File: src/rtl/uth_pkg.sv
package uth_pkg;

    localparam int unsigned DATA_W     = 8;
    localparam int unsigned BITIDX_W   = $clog2(DATA_W);
    localparam int unsigned OVS_DEF    = 16;
    localparam int unsigned XFER_DEF   = 3;

    typedef enum logic [1:0] {
        ST_IDLE  = 2'd0,
        ST_START = 2'd1,
        ST_DATA  = 2'd2,
        ST_STOP  = 2'd3
    } tx_state_e;

    typedef struct packed {
        logic              enabled;
        logic              full;
        logic [DATA_W-1:0] data;
    } hold_s;

    function automatic logic line_level(input tx_state_e st, input logic lsb);
        case (st)
            ST_START: return 1'b0;
            ST_DATA:  return lsb;
            default:  return 1'b1;
        endcase
    endfunction

endpackage

File: src/rtl/uth_bit_timer.sv
module uth_bit_timer #(
    parameter int unsigned OVS        = 16,
    parameter int unsigned XFER_TICKS = 3
) (
    input  logic clk,
    input  logic rst,
    input  logic tick,
    input  logic one_x,
    input  logic park,
    output logic bit_end,
    output logic xfer_pt
);
    localparam int unsigned CNT_W = (OVS > 1) ? $clog2(OVS) : 1;

    logic [CNT_W-1:0] cnt;
    logic [CNT_W-1:0] last_c;
    logic [CNT_W-1:0] xfer_c;

    assign last_c = one_x ? '0 : CNT_W'(OVS - 1);
    assign xfer_c = one_x ? '0 : CNT_W'(XFER_TICKS - 1);

    always_ff @(posedge clk) begin
        if (rst || park) begin
            cnt <= '0;
        end else if (tick) begin
            cnt <= (cnt == last_c) ? '0 : cnt + 1'b1;
        end
    end

    assign bit_end = tick && (cnt == last_c);
    assign xfer_pt = tick && (cnt == xfer_c);
endmodule

File: src/rtl/uth_holding.sv
module uth_holding
    import uth_pkg::*;
(
    input  logic              clk,
    input  logic              rst,
    input  logic              cmd_en,
    input  logic              cmd_dis,
    input  logic              load,
    input  logic [DATA_W-1:0] din,
    input  logic              start_done,
    output hold_s             hold,
    output logic              rdy
);
    assign rdy = hold.enabled && !hold.full;

    always_ff @(posedge clk) begin
        if (rst) begin
            hold <= '0;
        end else if (cmd_dis) begin
            hold.enabled <= 1'b0;
            hold.full    <= 1'b0;
        end else begin
            if (cmd_en) begin
                hold.enabled <= 1'b1;
            end
            if (load && rdy) begin
                hold.full <= 1'b1;
                hold.data <= din;
            end else if (start_done) begin
                hold.full <= 1'b0;
            end
        end
    end
endmodule

File: src/rtl/uth_shifter.sv
module uth_shifter
    import uth_pkg::*;
(
    input  logic      clk,
    input  logic      rst,
    input  logic      tick,
    input  logic      bit_end,
    input  logic      xfer_pt,
    input  logic      cmd_dis,
    input  hold_s     hold,
    output tx_state_e state,
    output logic      xfer_done,
    output logic      start_done,
    output logic      txd
);
    logic [DATA_W-1:0]   shreg;
    logic [BITIDX_W-1:0] bitn;
    logic                start_ok;
    logic                cancel;

    assign start_ok   = hold.enabled && hold.full && !cmd_dis;
    assign cancel     = (state == ST_START) && cmd_dis && !xfer_done;
    assign start_done = (state == ST_START) && bit_end && !cancel;
    assign txd        = line_level(state, shreg[0]);

    always_ff @(posedge clk) begin
        if (rst) begin
            state     <= ST_IDLE;
            shreg     <= '1;
            bitn      <= '0;
            xfer_done <= 1'b0;
        end else begin
            case (state)
                ST_IDLE: begin
                    if (start_ok && tick) begin
                        state     <= ST_START;
                        xfer_done <= 1'b0;
                    end
                end
                ST_START: begin
                    if (cancel) begin
                        state <= ST_IDLE;
                    end else begin
                        if (xfer_pt && !xfer_done) begin
                            shreg     <= hold.data;
                            xfer_done <= 1'b1;
                        end
                        if (bit_end) begin
                            state <= ST_DATA;
                            bitn  <= '0;
                        end
                    end
                end
                ST_DATA: begin
                    if (bit_end) begin
                        shreg <= {1'b1, shreg[DATA_W-1:1]};
                        if (bitn == BITIDX_W'(DATA_W - 1)) begin
                            state <= ST_STOP;
                        end else begin
                            bitn <= bitn + 1'b1;
                        end
                    end
                end
                default: begin
                    if (bit_end) begin
                        if (start_ok) begin
                            state     <= ST_START;
                            xfer_done <= 1'b0;
                        end else begin
                            state <= ST_IDLE;
                        end
                    end
                end
            endcase
        end
    end
endmodule

File: src/rtl/uart_tx_hold.sv
module uart_tx_hold
    import uth_pkg::*;
#(
    parameter int unsigned OVS        = OVS_DEF,
    parameter int unsigned XFER_TICKS = XFER_DEF
) (
    input  logic              clk,
    input  logic              rst,
    input  logic              bclk_tick,
    input  logic              mode_1x,
    input  logic              cmd_enable,
    input  logic              cmd_disable,
    input  logic              load,
    input  logic [DATA_W-1:0] load_data,
    output logic              txd,
    output logic              tx_rdy,
    output logic              tx_emt
);
    hold_s     hold;
    tx_state_e st;
    logic      xfer_done;
    logic      start_done;
    logic      bit_end;
    logic      xfer_pt;

    uth_holding u_hold (
        .clk        (clk),
        .rst        (rst),
        .cmd_en     (cmd_enable),
        .cmd_dis    (cmd_disable),
        .load       (load),
        .din        (load_data),
        .start_done (start_done),
        .hold       (hold),
        .rdy        (tx_rdy)
    );

    uth_bit_timer #(
        .OVS        (OVS),
        .XFER_TICKS (XFER_TICKS)
    ) u_timer (
        .clk     (clk),
        .rst     (rst),
        .tick    (bclk_tick),
        .one_x   (mode_1x),
        .park    (st == ST_IDLE),
        .bit_end (bit_end),
        .xfer_pt (xfer_pt)
    );

    uth_shifter u_shift (
        .clk        (clk),
        .rst        (rst),
        .tick       (bclk_tick),
        .bit_end    (bit_end),
        .xfer_pt    (xfer_pt),
        .cmd_dis    (cmd_disable),
        .hold       (hold),
        .state      (st),
        .xfer_done  (xfer_done),
        .start_done (start_done),
        .txd        (txd)
    );

    assign tx_emt = (st == ST_IDLE) && !hold.full;
endmodule

File: config.mk
export PLATFORM = sky130hd
export DESIGN_NAME = uart_tx_hold
export DESIGN_NICKNAME = d
export VERILOG_FILES = /design/src/rtl/uth_pkg.sv /design/src/rtl/uth_bit_timer.sv /design/src/rtl/uth_holding.sv /design/src/rtl/uth_shifter.sv /design/src/rtl/uart_tx_hold.sv
export SDC_FILE = /design/constraint.sdc
export NUM_CORES = 1
export LEC_CHECK = 0
export BUFFER_PORTS_ARGS = -buffer_cell sky130_fd_sc_hd__buf_4
export CAP_MARGIN = 20
export CELL_PAD_IN_SITES_DETAIL_PLACEMENT = 1
export CELL_PAD_IN_SITES_GLOBAL_PLACEMENT = 2
export CORE_MARGIN = 2
export CORE_UTILIZATION = 31
export CTS_CLUSTER_DIAMETER = 30
export DETAILED_ROUTE_END_ITERATION = 10
export PLACE_DENSITY = 0.8
export SLEW_MARGIN = 0
export SYNTH_ARGS = -nofsm -noshare
export SYNTH_HDL_FRONTEND = slang
export SYNTH_SLANG_ARGS = --single-unit
File: constraint.sdc
create_clock -name clk -period 1.75 [get_ports clk]
set_input_delay 0.35 -clock clk [delete_from_list [all_inputs] [get_ports clk]]
set_output_delay 0.35 -clock clk [all_outputs]
set_load 0.02 [all_outputs]
After elaboration in Yosys (flattened, before gate mapping). Index checks and enable logic that the tools add are counted.

Flip-flop bits (word level): 28. Input bits: 15. Output and inout bits: 3. Logic and storage cells: 83.

$add $sub $neg: 2. Equal/unequal tests: 13. Multiplexer cells: 29. Bitwise logic cells: 2. Reductions and logical operators: 29.

Operator list (count): $mux 8 (3); $pmux 8 s2 (1); $mux 2 (7); $logic_and 1x1->1 (13); $mux 3 (4); $reduce_and 5->1 (2); $eq 4x4->1 (2); $mux 1 (8); $mux 4 (2); $ne 2x1->1 const B (4); $ne 2x2->1 const B (3); $pmux 2 s3 (1); $pmux 3 s2 (1); $reduce_and 6->1 (1); $reduce_bool 3->1 (2); $add 4x1->4 const B (1); $logic_not 1->1 (4); $reduce_and 4->1 (1); $reduce_bool 2->1 (2); $add 3x1->3 const B (1); $eq 3x3->1 const B (1); $ne 3x1->1 const B (1); $pmux 1 s3 (1); $eq 2x1->1 const B (1); other kinds (7) (8).

Longest topological paths before layout.
Depth after elaboration: 7. Mapped depth: 8. Depth with buffers taken out: 7.

Modules after synthesis. Synthesis repeated with hierarchy kept, for this count alone.

Cell total of the unflattened synthesis: 151. Area, all modules: 1438.9 µm².

Modules (own cells, without submodules): uth_shifter (instances 1, cells each 82, area an instance 755.7 µm², seq. area each 280.3 µm²); uth_holding (instances 1, cells each 43, area an instance 447.9 µm², seq. area each 200.2 µm²); uth_bit_timer (instances 1, cells each 24, area an instance 221.5 µm², seq. area each 80.1 µm²); uart_tx_hold (instances 1, cells each 2, area an instance 13.8 µm², seq. area each 0.0 µm²).

Worst setup path after synthesis. OpenSTA, ideal clock, no wires.

Kind: register to register. From: register u_timer.cnt[0]. To: register u_shift.shreg[2]. Setup time: 127 ps. Data arrival time: 1763 ps. Required time: 1623 ps. Slack: -140 ps. Cell stages (with the launch flop): 7. Buffers on the path: 1. Clock period less this slack: 1890 ps. Path through: dfxtp_1 or3_4 o41ai_4 o211ai_4 buf_6 a2111oi_4 a21oi_1.

Word-level cells in the longest chain between the ends: 5. Elaborated cells between the ends (all ways): 8. Those cells by class: eq/ne (4); reduce/logical (4).

RTL lines: start: declaration (line uth_bit_timer.sv:15) `logic [CNT_W-1:0] cnt;`; start signal: assignment (line uth_bit_timer.sv:26) `cnt <= (cnt == last_c) ? '0 : cnt + 1'b1;`; $eq 4x4->1 (line uth_bit_timer.sv:31) `assign xfer_pt = tick && (cnt == xfer_c);`; $logic_and 1x1->1 (line uth_bit_timer.sv:31); $logic_and 1x1->1 (line uth_shifter.sv:44) `if (xfer_pt && !xfer_done) begin`; $ne 2x2->1 (no line); $reduce_and 4->1 (no line) (*); end signal: assignment (line uth_shifter.sv:45) `shreg <= hold.data;`; end signal: assignment (line uth_shifter.sv:56) `shreg <= {1'b1, shreg[DATA_W-1:1]};`; end: declaration (line uth_shifter.sv:16) `logic [DATA_W-1:0] shreg;`.

Mark *: on every way between the ends. The rest lies on a longest branch, timed or not. A chain may end at the register's enable or synchronous reset.

Worst setup path after layout.
From: register u_timer.cnt[3]. To: register u_shift.shreg[1].

The elaborated chain is that of the path after synthesis.

==> impl_metrics.env <==
export IMPL_cp_data_required_time_ns=1.92
export IMPL_tightest_slew_ns=0.497
export IMPL_initial_cell_density_of_the_core_pct=31.7
export IMPL_diodes=0
export IMPL_sequential_cell_area_fraction_in_the_yosys_report_pct=38.2
export IMPL_area_growth_synth_to_final_pct=46.4
export IMPL_path_max_fanout=4
export IMPL_total_leakage_power_nw=0.783
export IMPL_ys_warnings_count=0
export IMPL_grt_busiest_layer="met2"
export IMPL_clk_transition_reported_paths_ns=0.10
export IMPL_unrepaired_setup_endpoints_after_global_routing="yes"
export IMPL_slew_limit_headroom_pct=66.9
export IMPL_layout_nets=227
export IMPL_dp_hpwl_um=2780
export IMPL_antenna_found_initial=0
export IMPL_reg2regPathDepth=7
export IMPL_ant_nets=0
export IMPL_category_of_cells_accounting_for_the_largest_share_of_critical_path_delay="compound AO/OA/AOI/OAI gates"
export IMPL_synth_lib_cells_used_distinct=39
export IMPL_numPortBuffers=17
export IMPL_power_per_cell_area_nw_per_um2=815
export IMPL_critical_path_arrival_ns=2.08
export IMPL_period_needed_ns=1.91
export IMPL_clock_root_buffer="clkbuf_8"
export IMPL_insertion_delay_ns=0.28
export IMPL_cell_internal_pwr_mw=1.24
export IMPL_critical_path_depth=7
export IMPL_top_library_cells_by_usage_in_the_layout_fill_and_taps_aside="buf_4, nor2_1, dfxtp_1"
export IMPL_final_hold_violation_count=0
export IMPL_grt_use_met2_pct=31.8
export IMPL_post_route_cells_drive_above_1_share_pct=42.6
export IMPL_floorplan_die_area_um2=5300
export IMPL_finalCritPeriodShare_pct=109
export IMPL_route_final_wire_length_um=4500
export IMPL_edff_count_synth=0
export IMPL_synth_area_per_cell_um2=8.89
export IMPL_cell_at_the_slowest_stage_of_the_critical_path="or3_4"
export IMPL_grt_start_max_net_pins=36
export IMPL_numClockSinks=28
export IMPL_groute_layer_met3_usage_pct=2.07
export IMPL_maxCapViolations=0
export IMPL_worst_clock_skew_ns=0.00358
export IMPL_first_global_vias=1443
export IMPL_p_sw_share_pct=29.0
export IMPL_fin_worst_hold_slack_ns=0.303
export IMPL_detail_route_vias_per_cell=5.22
export IMPL_comb_power_share_pct=29.0
export IMPL_cts_tree="done"
export IMPL_synth_main_ff_cell="dfxtp_1"
export IMPL_grtUsageMet1_pct=19.0
export IMPL_clock_tree_htree_level_count=1
export IMPL_grt_overflow=0
export IMPL_drt_initial_drc_count=30
export IMPL_critical_path_max_stage_delay_ns=0.40
export IMPL_routed_vias=1347
export IMPL_hold_buffers=0
export IMPL_io_pin_count=18
export IMPL_synth_seq_cells=28
export IMPL_postLayoutCellArea_um2=2150
export IMPL_seq_power_share_pct=41.1
export IMPL_timing_hold_worst_path_depth=3
export IMPL_drc_viols=0
export IMPL_run_status="finished with violations"
export IMPL_maxSlewViolCount=0
export IMPL_peakVddDrop_mv=0.342
export IMPL_die_width_um=72.8
export IMPL_total_routing_resource_utilization_after_global_routing_pct=16.8
export IMPL_detailed_place_area_um2=1770
export IMPL_failed_checks="setup timing"
export IMPL_p_switching_mw=0.507
export IMPL_power_frac_clock_pct=29.9
export IMPL_maximum_number_of_buffers_from_clock_root_to_sink=2
export IMPL_timing_worst_setup_path_type="reg2reg"
export IMPL_syn_nets=187
export IMPL_route_detailed_wl_per_inst_um=17.4
export IMPL_crit_chain="or3_4 > o41ai_4 > buf_4 > o211ai_4 > buf_12 > a2111oi_4 > a21oi_2"
export IMPL_cell_area_after_synthesis_um2=1470
export IMPL_rows=25
export IMPL_timing_final_setup_violations=12
export IMPL_critPathBufInv=2
export IMPL_post_synth_inst_count=165
export IMPL_worstSetupEndpointType="flip-flop"
export IMPL_gp_routability_congestion=0.846
export IMPL_clock_fmax_mhz=523
export IMPL_hold_path_class="in2reg"
export IMPL_tritoncts_num_buffers=3
export IMPL_worstSetupStartpointType="flip-flop"
export IMPL_most_common_library_cell_in_the_layout_ignoring_fill_and_taps="buf_4"
export IMPL_worst_slack_ns=-0.164
export IMPL_core_region_area_um2=4630
export IMPL_global_route_wire_length_before_repair_um=6910
export IMPL_async_flop_share_pct=0
export IMPL_firstDrtPassIters=4
export IMPL_die_height_um=72.8
per-layer routing:
| layer | up-vias | wire length [um] |
|---|---|---|
| met2 | 11 | 2510 |
| li1 | 666 | - |
| met3 | 4 | 61 |
| met5 | - | 0 |
| met1 | 666 | 1880 |
| met4 | 0 | 46 |
layout make-up:
class | count | area [um^2]
Clock buffer | 3 | 41.3
Clock inverter | 1 | 30.0
Fill cell | 523 | 2480
Inverter | 7 | 31.3
Multi-Input combinational cell | 121 | 1040
Sequential cell | 28 | 571
Tap cell | 54 | 67.6
Timing Repair Buffer | 44 | 369
flip-flops by register name, summed over array words and instances (netlist names):
name / cells
u_hold.hold: 10
u_shift.state: 2
u_shift.bitn: 3
u_shift.shreg: 8
u_timer.cnt: 4
u_shift.xfer_done: 1
cell families (layout without fill, tap and decap cells):
group | count (synthesis) | after routing | share of synthesized area, %
xor+xnor | 4 | 4 | 2.39
simple gates | 62 | 62 | 21.0
compound gates | 37 | 38 | 20.6
buf+inv | 17 | 55 | 4.94
mux | 10 | 10 | 6.91
flops | 28 | 28 | 38.2
fa+ha+maj | 7 | 7 | 5.97
power by group through the flow:
stage                     clock (mW)  sequential, mW  combinational [mW]
after floorplan                    0           0.716               0.216
after global placement             0           0.721               0.317
after detailed placement           0           0.725               0.333
after CTS                      0.532           0.717               0.425
after global routing           0.558           0.725               0.546
final                          0.523           0.720               0.507
synth_stat cells (3+ instances only):
cell type  number  area (um^2)
dfxtp_1        28          561
nor2_1         27          101
a21oi_1        16         80.1
mux2i_1         9         90.1
clkbuf_1        7         26.3
ha_1            7         87.6
inv_1           7         26.3
a2111oi_0       6         52.6
nand2_1         6         22.5
nor3_1          6         30.0
and2_1          5         31.3
nand3b_1        3         22.5
nor2b_1         3         18.8
o21ai_0         3         15.0
metrics by stage:
step	util (%)	setup TNS [ns]	power [mW]	std cells	setup WS [ns]
CTS	43.9	-0.609	1.67	254	-0.102
finish	46.4	-1.15	1.75	258	-0.164
detailed placement	38.2	-2.16	1.06	244	-0.289
global placement	38.2	-0.949	1.04	244	-0.128
global route	46.4	-2.22	1.83	258	-0.225
floorplan	-	-0.429	0.932	165	-0.0642
worst paths after layout:
| check | startpoint | to | slack (ns) |
|---|---|---|---|
| max reg2reg | u_timer.cnt[3] | u_shift.shreg[1] | -0.16 |
| min | load_data[3] | u_hold.hold[3] | 0.30 |
| min reg2reg | u_shift.xfer_done | u_shift.xfer_done | 0.51 |
| max | u_timer.cnt[3] | u_shift.shreg[1] | -0.16 |
tightest hold or removal path, stage by stage:
cell     delay (ns)
buf_4          0.08
mux2i_1        0.05
nor2_1         0.07
repair_timing:
action	CTS	global route
gates resized for setup	38	14
setup endpoints to repair	14	15
cloned	1	0
buffers inserted	5	5
pin swaps	18	14
No activity file was read; power rests on OpenSTA's default activity.
